## config.mk

```make
export PLATFORM = sky130hd
export DESIGN_NAME = btc_top
export DESIGN_NICKNAME = d
export VERILOG_FILES = /design/src/rtl/btc_pkg.sv /design/src/rtl/btc_match.sv /design/src/rtl/btc_victim.sv /design/src/rtl/btc_lru.sv /design/src/rtl/btc_top.sv
export SDC_FILE = /design/constraint.sdc
export NUM_CORES = 1
export LEC_CHECK = 0
export CORE_ASPECT_RATIO = 1.4
export CORE_MARGIN = 2
export CORE_UTILIZATION = 46
export CTS_CLUSTER_DIAMETER = 80
export DETAILED_ROUTE_END_ITERATION = 10
export DONT_BUFFER_PORTS = 1
export GPL_TIMING_DRIVEN = 0
export PLACE_DENSITY = 0.68
export SLEW_MARGIN = 10
export SYNTH_ARGS = -nofsm -noshare
export SYNTH_HDL_FRONTEND = slang
export SYNTH_SLANG_ARGS = --single-unit
```

## constraint.sdc

```tcl
create_clock -name clk -period 7.55 [get_ports clk]
set_clock_uncertainty 0.15 [all_clocks]
set_input_delay 0.3775 -clock clk [delete_from_list [all_inputs] [get_ports clk]]
set_output_delay 0.3775 -clock clk [all_outputs]
set_load 0.03 [all_outputs]
```

## src/rtl/btc_pkg.sv

```systemverilog
package btc_pkg;
    typedef enum logic [1:0] {
        ACT_IDLE,
        ACT_INSERT,
        ACT_REFRESH,
        ACT_DROP
    } upd_act_e;
endpackage

```

## src/rtl/btc_match.sv

```systemverilog
module btc_match #(
    parameter int AW = 32,
    parameter int N  = 4,
    localparam int IW = (N > 1) ? $clog2(N) : 1
) (
    input  logic [N-1:0]         valid,
    input  logic [N-1:0][AW-1:0] tags,
    input  logic [AW-1:0]        key,
    output logic                 hit,
    output logic [IW-1:0]        idx
);
    logic [N-1:0] eq;

    for (genvar g = 0; g < N; g++) begin : g_cmp
        assign eq[g] = valid[g] && (tags[g] == key);
    end

    always_comb begin
        idx = '0;
        for (int i = 0; i < N; i++) begin
            if (eq[i]) idx = IW'(i);
        end
    end

    assign hit = |eq;
endmodule

```

## src/rtl/btc_victim.sv

```systemverilog
module btc_victim #(
    parameter int N = 4,
    localparam int IW = (N > 1) ? $clog2(N) : 1
) (
    input  logic [N-1:0]         valid,
    input  logic [N-1:0][IW-1:0] ages,
    output logic [IW-1:0]        idx
);
    logic [IW-1:0] free_idx;
    logic [IW-1:0] old_idx;

    always_comb begin
        free_idx = '0;
        for (int i = N - 1; i >= 0; i--) begin
            if (!valid[i]) free_idx = IW'(i);
        end
        old_idx = '0;
        for (int i = 0; i < N; i++) begin
            if (ages[i] == IW'(N - 1)) old_idx = IW'(i);
        end
    end

    assign idx = (&valid) ? old_idx : free_idx;
endmodule

```

## src/rtl/btc_lru.sv

```systemverilog
module btc_lru #(
    parameter int N = 4,
    localparam int IW = (N > 1) ? $clog2(N) : 1
) (
    input  logic                 clk,
    input  logic                 rst,
    input  logic                 ta_en,
    input  logic [IW-1:0]        ta_idx,
    input  logic                 tb_en,
    input  logic [IW-1:0]        tb_idx,
    output logic [N-1:0][IW-1:0] ages
);
    typedef logic [N-1:0][IW-1:0] age_t;

    age_t ages_q;
    age_t step_a;
    age_t step_b;

    function automatic age_t promote(input age_t a, input logic [IW-1:0] k);
        age_t r;
        r = a;
        for (int j = 0; j < N; j++) begin
            if (a[j] < a[k]) r[j] = a[j] + 1'b1;
        end
        r[k] = '0;
        return r;
    endfunction

    always_comb begin
        step_a = ta_en ? promote(ages_q, ta_idx) : ages_q;
        step_b = tb_en ? promote(step_a, tb_idx) : step_a;
    end

    always_ff @(posedge clk) begin
        if (rst) begin
            for (int i = 0; i < N; i++) ages_q[i] <= IW'(i);
        end else begin
            ages_q <= step_b;
        end
    end

    assign ages = ages_q;
endmodule

```

## src/rtl/btc_top.sv

```systemverilog
module btc_top #(
    parameter int AW   = 32,
    parameter int N    = 4,
    parameter int STEP = 4,
    localparam int IW  = (N > 1) ? $clog2(N) : 1
) (
    input  logic          clk,
    input  logic          rst,
    input  logic          fetch_en,
    input  logic [AW-1:0] fetch_pc,
    output logic          pred_hit,
    output logic [AW-1:0] pred_next_pc,
    input  logic          upd_en,
    input  logic [AW-1:0] upd_pc,
    input  logic          upd_taken,
    input  logic [AW-1:0] upd_target,
    input  logic          upd_mispredict
);
    import btc_pkg::*;

    logic [N-1:0]          valid_q,  nxt_valid;
    logic [N-1:0][AW-1:0]  tag_q,    nxt_tag;
    logic [N-1:0][AW-1:0]  tgt_q,    nxt_tgt;
    logic [N-1:0][IW-1:0]  ages_q;

    logic          u_hit;
    logic [IW-1:0] u_idx;
    logic [IW-1:0] vic_idx;
    logic [IW-1:0] slot;
    logic          l_hit;
    logic [IW-1:0] l_idx;
    upd_act_e      act;

    // Resolve-side match against the current contents.
    btc_match #(.AW(AW), .N(N)) u_match_upd (
        .valid (valid_q),
        .tags  (tag_q),
        .key   (upd_pc),
        .hit   (u_hit),
        .idx   (u_idx)
    );

    btc_victim #(.N(N)) u_victim (
        .valid (valid_q),
        .ages  (ages_q),
        .idx   (vic_idx)
    );

    // Update decoder: one action per resolve report.
    always_comb begin
        act = ACT_IDLE;
        if (upd_en) begin
            if (u_hit)
                act = (upd_taken && !upd_mispredict) ? ACT_REFRESH : ACT_DROP;
            else if (upd_taken)
                act = ACT_INSERT;
        end
    end

    assign slot = (act == ACT_INSERT) ? vic_idx : u_idx;

    always_comb begin
        nxt_valid = valid_q;
        nxt_tag   = tag_q;
        nxt_tgt   = tgt_q;
        unique case (act)
            ACT_IDLE: ;
            ACT_INSERT: begin
                nxt_valid[slot] = 1'b1;
                nxt_tag[slot]   = upd_pc;
                nxt_tgt[slot]   = upd_target;
            end
            ACT_REFRESH: nxt_tgt[slot] = upd_target;
            ACT_DROP:    nxt_valid[slot] = 1'b0;
        endcase
    end

    // Fetch-side lookup sees the contents after this cycle's update.
    btc_match #(.AW(AW), .N(N)) u_match_fetch (
        .valid (nxt_valid),
        .tags  (nxt_tag),
        .key   (fetch_pc),
        .hit   (l_hit),
        .idx   (l_idx)
    );

    btc_lru #(.N(N)) u_lru (
        .clk    (clk),
        .rst    (rst),
        .ta_en  (act == ACT_INSERT || act == ACT_REFRESH),
        .ta_idx (slot),
        .tb_en  (fetch_en && l_hit),
        .tb_idx (l_idx),
        .ages   (ages_q)
    );

    always_ff @(posedge clk) begin
        if (rst) begin
            valid_q <= '0;
            tag_q   <= '0;
            tgt_q   <= '0;
        end else begin
            valid_q <= nxt_valid;
            tag_q   <= nxt_tag;
            tgt_q   <= nxt_tgt;
        end
    end

    always_comb begin
        pred_hit     = l_hit;
        pred_next_pc = l_hit ? nxt_tgt[l_idx] : fetch_pc + AW'(STEP);
    end
endmodule

```

== Yosys cells after proc, flatten, opt, wreduce, memory -nomap -nowiden ==
Index checks and enable logic that the tools add are counted.

* Register bits: 268
* Output and inout bits: 33

* Add/subtract/negate cells: 9
* Magnitude comparators: 12
* Equality and inequality tests: 14
* Mux-type cells: 49
* Bitwise operators: 7
* Reduce and logical (&&, ||, !) cells: 18

{| class="wikitable"
|+ Operator list
! cell !! count
|-
| bitwise mux 128 bit || 2
|-
| == test 32 bit || 8
|-
| 2-to-1 mux 128 bit || 2
|-
| 2-to-1 mux 32 bit || 3
|-
| binary-select mux 32 bit (select 2 bit) || 1
|-
| demux 32 bit (select 2 bit) || 1
|-
| 2-to-1 mux 2 bit || 26
|-
| adder 32 x 3 -> 32 bit, second input constant || 1
|-
| adder 2 x 1 -> 2 bit, second input constant || 8
|-
| AND 8 bit || 2
|-
| less-than comparator 2 bit || 8
|-
| 2-to-1 mux 8 bit || 2
|-
| inverter 8 bit || 2
|-
| logical AND 1 bit || 12
|-
| == test 2 bit, second input constant || 5
|-
| binary-select mux 2 bit (select 2 bit) || 2
|-
| demux 2 bit (select 2 bit) || 2
|-
| case mux 4 bit (2 select lines) || 1
|-
| OR reduction 4 bit || 2
|-
| less-than comparator 2 x 3 -> 1 bit, second input constant || 2
|-
| 2-to-1 mux 1 bit || 6
|-
| AND 4 bit || 1
|-
| >= comparator 2 x 1 -> 1 bit, second input constant || 2
|-
| inverter 4 bit || 1
|-
| 7 further kinds || 7
|}

== Depth between registers and ports, before layout ==
* Depth after elaboration: 25
* Mapped depth: 29
* Gate-level depth less buffers: 26

== Hierarchy ==
From an unflattened synthesis, not the netlist that was laid out.

* Cells, all modules: 1,866
* Area, all modules: 15,935.3 µm²

{| class="wikitable"
|+ By module, submodules not included
! module !! times used !! cells each !! area an instance (µm²) !! sequential area each (µm²)
|-
| btc_top || 1 || 1,362 || 12,005.3 || 5,205.0
|-
| btc_match || 2 || 182 || 1,438.9 || 0.0
|-
| btc_lru || 1 || 132 || 994.7 || 160.2
|-
| btc_victim || 1 || 8 || 57.6 || 0.0
|}

== Least setup slack after synthesis ==
OpenSTA, ideal clock, no wires.

* Kind: input -> register
* From: input port upd_pc[20]
* To: register u_lru.ages_q (netlist bit u_lru.ages[2])
* Setup time: 0.073 ns
* Data arrival time: 6.374 ns
* Data required time: 7.327 ns
* Setup slack: 0.953 ns
* Stages on the path: 26
* Path buffers: 3
* Cell sequence: clkbuf_1 > xor2_1 > nor4_1 > nand4_1 > or4_4 > and4bb_4 > o211ai_1 > inv_1 > ha_1 > clkbuf_1 > nor4_1 > a211o_1 > buf_2 > mux2_2 > a21oi_1 > ha_1 > nor3_1 > o21bai_1 > a32oi_1 > o31ai_1 > a21oi_1 > a2bb2oi_1 > ha_1 > mux2_2 > or4_1 > o211ai_2

* Longest elaborated chain between the ends: 25
* Elaborated cells between the ends (all ways): 73

{| class="wikitable"
|+ RTL lines
! item !! RTL line !! text
|-
| from (decl) || btc_top.sv:14 || <nowiki>input logic [AW-1:0] upd_pc,</nowiki>
|-
| == test 32 bit || btc_match.sv:15 || <nowiki>assign eq[g] = valid[g] && (tags[g] == key);</nowiki>
|-
| logical AND 1 bit || btc_match.sv:15 ||
|-
| OR reduction 4 bit || btc_match.sv:25 || <nowiki>assign hit = |eq;</nowiki>
|-
| 2-to-1 mux 2 bit || btc_top.sv:53 || <nowiki>if (u_hit)</nowiki>
|-
| 2-to-1 mux 2 bit || btc_top.sv:52 || <nowiki>if (upd_en) begin</nowiki>
|-
| == test 2 x 1 -> 1 bit || btc_top.sv:60, btc_top.sv:66, btc_top.sv:90 ||
|-
| 2-to-1 mux 2 bit || btc_top.sv:60 || <nowiki>assign slot = (act == ACT_INSERT) ? vic_idx : u_idx;</nowiki>
|-
| less-than comparator 2 x 3 -> 1 bit (not written as such) / >= comparator 2 x 1 -> 1 bit (equally long branches) || n/a ||
|-
| [... 8 more ...] || n/a ||
|-
| 2-to-1 mux 2 bit (2 in series) || btc_match.sv:21 || <nowiki>if (eq[i]) idx = IW'(i);</nowiki>
|-
| less-than comparator 2 x 3 -> 1 bit (not written as such) / >= comparator 2 x 1 -> 1 bit (equally long branches) || btc_lru.sv:25 || <nowiki>r[k] = '0;</nowiki>
|-
| logical AND 1 bit (not written as such) || btc_lru.sv:25 ||
|-
| 2-to-1 mux 2 bit (not written as such) || btc_lru.sv:25 ||
|-
| demux 2 bit (select 2 bit) || n/a ||
|-
| inverter 8 bit (no line) || n/a ||
|-
| AND 8 bit (no line) || n/a ||
|-
| 2-to-1 mux 8 bit * || btc_lru.sv:31 || <nowiki>step_b = tb_en ? promote(step_a, tb_idx) : step_a;</nowiki>
|-
| to (signal assigned) || btc_lru.sv:38 || <nowiki>ages_q <= step_b;</nowiki>
|-
| to (decl) || btc_lru.sv:15 || <nowiki>age_t ages_q;</nowiki>
|}

Mark *: on every way between the ends. The rest lies on a longest branch, timed or not. The select of a mux whose other input is x is not followed.
A chain may end at the register's enable or synchronous reset.

== Worst setup path after layout ==
* From: register tag_q[90] (netlist bit)
* To: output port pred_next_pc[1]

* Elaborated cells between the ends (all ways): 42

{| class="wikitable"
|+ RTL lines
! item !! RTL line !! text
|-
| from (decl) || btc_top.sv:22 || <nowiki>logic [N-1:0][AW-1:0] tag_q, nxt_tag;</nowiki>
|-
| from (signal assigned) || btc_top.sv:104 || <nowiki>tag_q <= nxt_tag;</nowiki>
|-
| == test 32 bit || btc_match.sv:15 ||
|-
| logical AND 1 bit || btc_match.sv:15 ||
|-
| OR reduction 4 bit || btc_match.sv:25 ||
|-
| 2-to-1 mux 2 bit || btc_top.sv:53 ||
|-
| 2-to-1 mux 2 bit || btc_top.sv:52 ||
|-
| == test 2 x 1 -> 1 bit || btc_top.sv:60, btc_top.sv:66 ||
|-
| 2-to-1 mux 2 bit || btc_top.sv:60 ||
|-
| less-than comparator 2 x 3 -> 1 bit (not written as such) / >= comparator 2 x 1 -> 1 bit (equally long branches) || btc_top.sv:69, btc_top.sv:70, btc_top.sv:74 ||
|-
| [... 2 more ...] || n/a ||
|-
| demux 32 bit (select 2 bit) / demux 1 bit (select 2 bit) (equally long branches) || btc_top.sv:70, btc_top.sv:69, btc_top.sv:74 ||
|-
| bitwise mux 128 bit / inverter 4 bit (equally long branches) || n/a ||
|-
| 2-to-1 mux 128 bit / AND 4 bit (equally long branches) || n/a ||
|-
| == test 32 bit / case mux 4 bit (2 select lines) (equally long branches) || btc_match.sv:15, btc_top.sv:66 ||
|-
| logical AND 1 bit || btc_match.sv:15 ||
|-
| OR reduction 4 bit * || btc_match.sv:25 ||
|-
| named net pred_hit || btc_top.sv:11 || <nowiki>output logic pred_hit,</nowiki>
|-
| 2-to-1 mux 32 bit * || btc_top.sv:111 || <nowiki>pred_next_pc = l_hit ? nxt_tgt[l_idx] : fetch_pc + AW'(STEP);</nowiki>
|-
| to (decl) || btc_top.sv:12 || <nowiki>output logic [AW-1:0] pred_next_pc,</nowiki>
|}

Mark *: on every way through the listed nets, which the timed path passes. The rest lies on a longest branch. The select of a mux whose other input is x is not followed.

==> results.cfg <==
[route]
dr.pass1.iters = 8
routed_wl_mm = 71.40
ant_nets = 0
drt_iter0_drc = 1608
viasPerCell = 6.309
wire_per_inst_microns = 27.61
drc = 0
vias = 16320

[placed_design]
dp_hpwl_mm = 53.05
dp_cells = 2497
place.gp.congestion = 1.076
port_buffers = 0
placed_area_sq_um = 17000

[die]
io_pins = 135
core_area_sq_um = 35070
floorplan.initialDensity = 0.4685
die-area_sq_um = 37260
die_y_microns = 227.6
num_rows = 81
die_x_microns = 163.7

[worst_setup_path]
slowest_delay_ns = 0.43
arrival_ns = 6.91
crit_chain = xor2_1 -> nor4_1 -> nand4_1 -> nor3_2 -> and4bb_4 -> nand2b_1 -> o211ai_1 -> inv_1 -> ha_1 -> inv_1 -> a211oi_4 -> buf_6 -> buf_6 -> buf_4 -> mux2i_1 -> xnor2_1 -> nor4_2 -> nand2_2 -> a211o_4 -> o2111ai_2 -> buf_6 -> buf_4 -> nor2_1 -> a31oi_4
crit_buf_inv = 7
cp-start-kind = flip-flop
cpMostUsedCell = buf_6
cp_top_family = simple AND/OR/NAND/NOR gates
cp.required_ns = 7.02
crit_path_end_kind = primary output
cpMaxStageDelayCell = nor3_2
crit_type = flip-flop to primary output
cp_max_fo = 10
cp-startpoint = tag_q[90]$_SDFF_PP0_
timing.rr.start = tag_q[90]$_SDFF_PP0_

[sta]
slew_violations = 0
relSlewSlack = 0.09067
period_share = 0.9848
tightest_slew_ns = 1.330
period_needed_ns = 7.435
setup_viol = 0
finalHoldViolCount = 0
tns_ns = 0
timing.fmax_mhz = 134.5
holdWs_ns = 0.02406

[finish]
insertedDiodeCount = 0
final_layout_size_suffix_gt1_frac = 0.09906
fin_cells = 2586
fin_util = 0.5413
syn_to_final_growth_pct = 15.54
fin_area_sq_um = 18980
nNetsFinal = 2223

[global_routing]
grt_first_pass_wirelength_mm = 103.0
grt_usage = 0.3747
grt_remaining_overflow = 0
grt_pass1_vias = 16070
grt_max_degree = 16
antenna_found_initial = 2

[synth]
synth_area_per_cell_sq_um = 8.049
synth_cells = 2041
yosysUniqueCellTypes = 80
synthFlopType = dfxtp_1
async_flop_share = 0
yosys_warnings = 0
syn_area_sq_um = 16430
synth-seq-cells = 268
synth_edf_count = 0
ys_seq_area_frac = 0.3266
syn_nets = 2157

[worst_hold_path]
hold_path.class = input port to flip-flop
min-delay-start = upd_pc[9]

[clock_tree]
clk_pin_slew_ns = 0.07
cts_buffers = 29
clk_path_buf_depth = 3
cts_root_buf = clkbuf_16
cts_tree = built
worstSkewPairLatency_ns = 0.60
h-tree-depth = 1
clkSinkCount = 268

[status]
status = finished clean

[pwr]
p_per_area_nw_per_um2 = 184.1
ir_drop_mv = 0.1965
p_leak_uw = 0.006852

[flow_run]
drv_cap = 0
==> cells in the final DEF, fill, tap and decap left out, types with 8 or more instances in the layout <==
| master | count |
|---|---|
| a2111oi_0 | 9 |
| or3_1 | 8 |
| a2bb2oi_1 | 8 |
| xor2_1 | 136 |
| nor2_1 | 245 |
| dlygate4sd3_1 | 33 |
| nand2b_1 | 46 |
| buf_2 | 31 |
| ha_1 | 14 |
| nor4_1 | 58 |
| dfxtp_1 | 268 |
| o22ai_1 | 20 |
| nor2b_1 | 8 |
| nor3_1 | 21 |
| a21oi_1 | 121 |
| clkbuf_2 | 20 |
| buf_4 | 10 |
| nand2_1 | 233 |
| o22a_1 | 12 |
| and2_1 | 14 |
| mux2_2 | 20 |
| mux2i_1 | 182 |
| clkbuf_1 | 87 |
| o21ai_0 | 26 |
| clkbuf_16 | 29 |
| and3_1 | 10 |
| nand4_1 | 34 |
| nand3_1 | 48 |
| a31oi_4 | 17 |
| inv_1 | 54 |
| xnor2_1 | 115 |
| o221ai_1 | 8 |
==> per-stage QoR <==
stage	setup slack, ns	total power, uW
after CTS	-0.02832	3471
after floorplan	0.9526	1753
after global routing	-0.02901	3569
after global placement	-1.765	1900
after detailed placement	-1.783	1901
final	0.1147	3494
==> tightest hold or removal path, delay by kind of cell <==
kind,cells,cell delay [ns]
and+or+nand+nor,1,0.08
AOI/OAI and AO/OA,1,0.05
buffers and inverters,1,0.19
==> per-layer routing <==
layer	global-route usage	vias to the layer above	share of wire
met5	0	-	0.00015
met4	0.2759	2	0.087
met3	0.07542	312	0.090
met2	0.6354	963	0.46
met1	0.4140	7806	0.36
li1	-	7232	-
==> path summary, 6_finish.rpt <==
kind	end	slack, ns	cells past startpoint
max	pred_next_pc[1]	0.11	24
min	tag_q[105]$_SDFF_PP0_	0.02	3
max reg2reg	u_lru.ages[3]$_SDFF_PP0_	0.25	28
min reg2reg	tgt_q[66]$_SDFF_PP0_	0.34	2
==> cell families after synthesis <==
logic type / count (synthesis) / share of synthesized area
buffers and inverters: 210 / 0.05225
DFF: 268 / 0.3266
adders and majority gates: 14 / 0.01066
muxes: 207 / 0.1276
and+or+nand+nor: 769 / 0.2200
xor gates and xnor gates: 251 / 0.1338
AOI/OAI and AO/OA: 322 / 0.1291
==> where the power goes <==
| part | switching, uW | internal [uW] |
|---|---|---|
| sequential | 13.5 | 1430 |
| clock | 654 | 908 |
| combinational | 342 | 145 |
==> Yosys cell counts, types with 9 or more instances <==
master       n  area [sq um]
a2111oi_0    9         78.83
nand2_1    235         882.1
nor4_1      65         406.6
a31oi_1     25         156.4
a21oi_1    129         645.6
dfxtp_1    268          5365
nand3_1     48         240.2
buf_2       35         175.2
xnor2_1    115          1007
and3_1      10         62.56
o22ai_1     21         131.4
mux2_2      20         225.2
nor2_1     245         919.6
nand4_1     34         212.7
clkbuf_1   109         409.1
inv_1       54         202.7
o22a_1      12         105.1
o21ai_0     26         130.1
a2bb2oi_1    9         78.83
ha_1        14         175.2
nor3_1      23         115.1
and2_1      14         87.58
mux2i_1    187          1872
nand2b_1    46         287.8
xor2_1     136          1191
==> flip-flops by register name, summed over array words and instances (netlist names) <==
register    count
tag_q         128
tgt_q         128
u_lru.ages      8
valid_q         4
==> what timing repair did <==
item,CTS,global route
gates cloned,0,0
hold buffers,33,0
pin swaps,0,4
endpoints found under the setup margin,41,40
buffers inserted,0,2
endpoints found under the hold margin,134,0
resized for setup,84,57
==> cell type report <==
type	count	area [sq um]
Tap cell	456	570.5
Sequential cell	268	5365
Inverter	55	206.4
Fill cell	3347	16090
Timing Repair Buffer	35	345.3
Multi-Input combinational cell	1563	10740
Buffer	155	720.7
Clock buffer	37	815.8
Clock inverter	17	220.2
No activity file was read; power rests on OpenSTA's default activity.
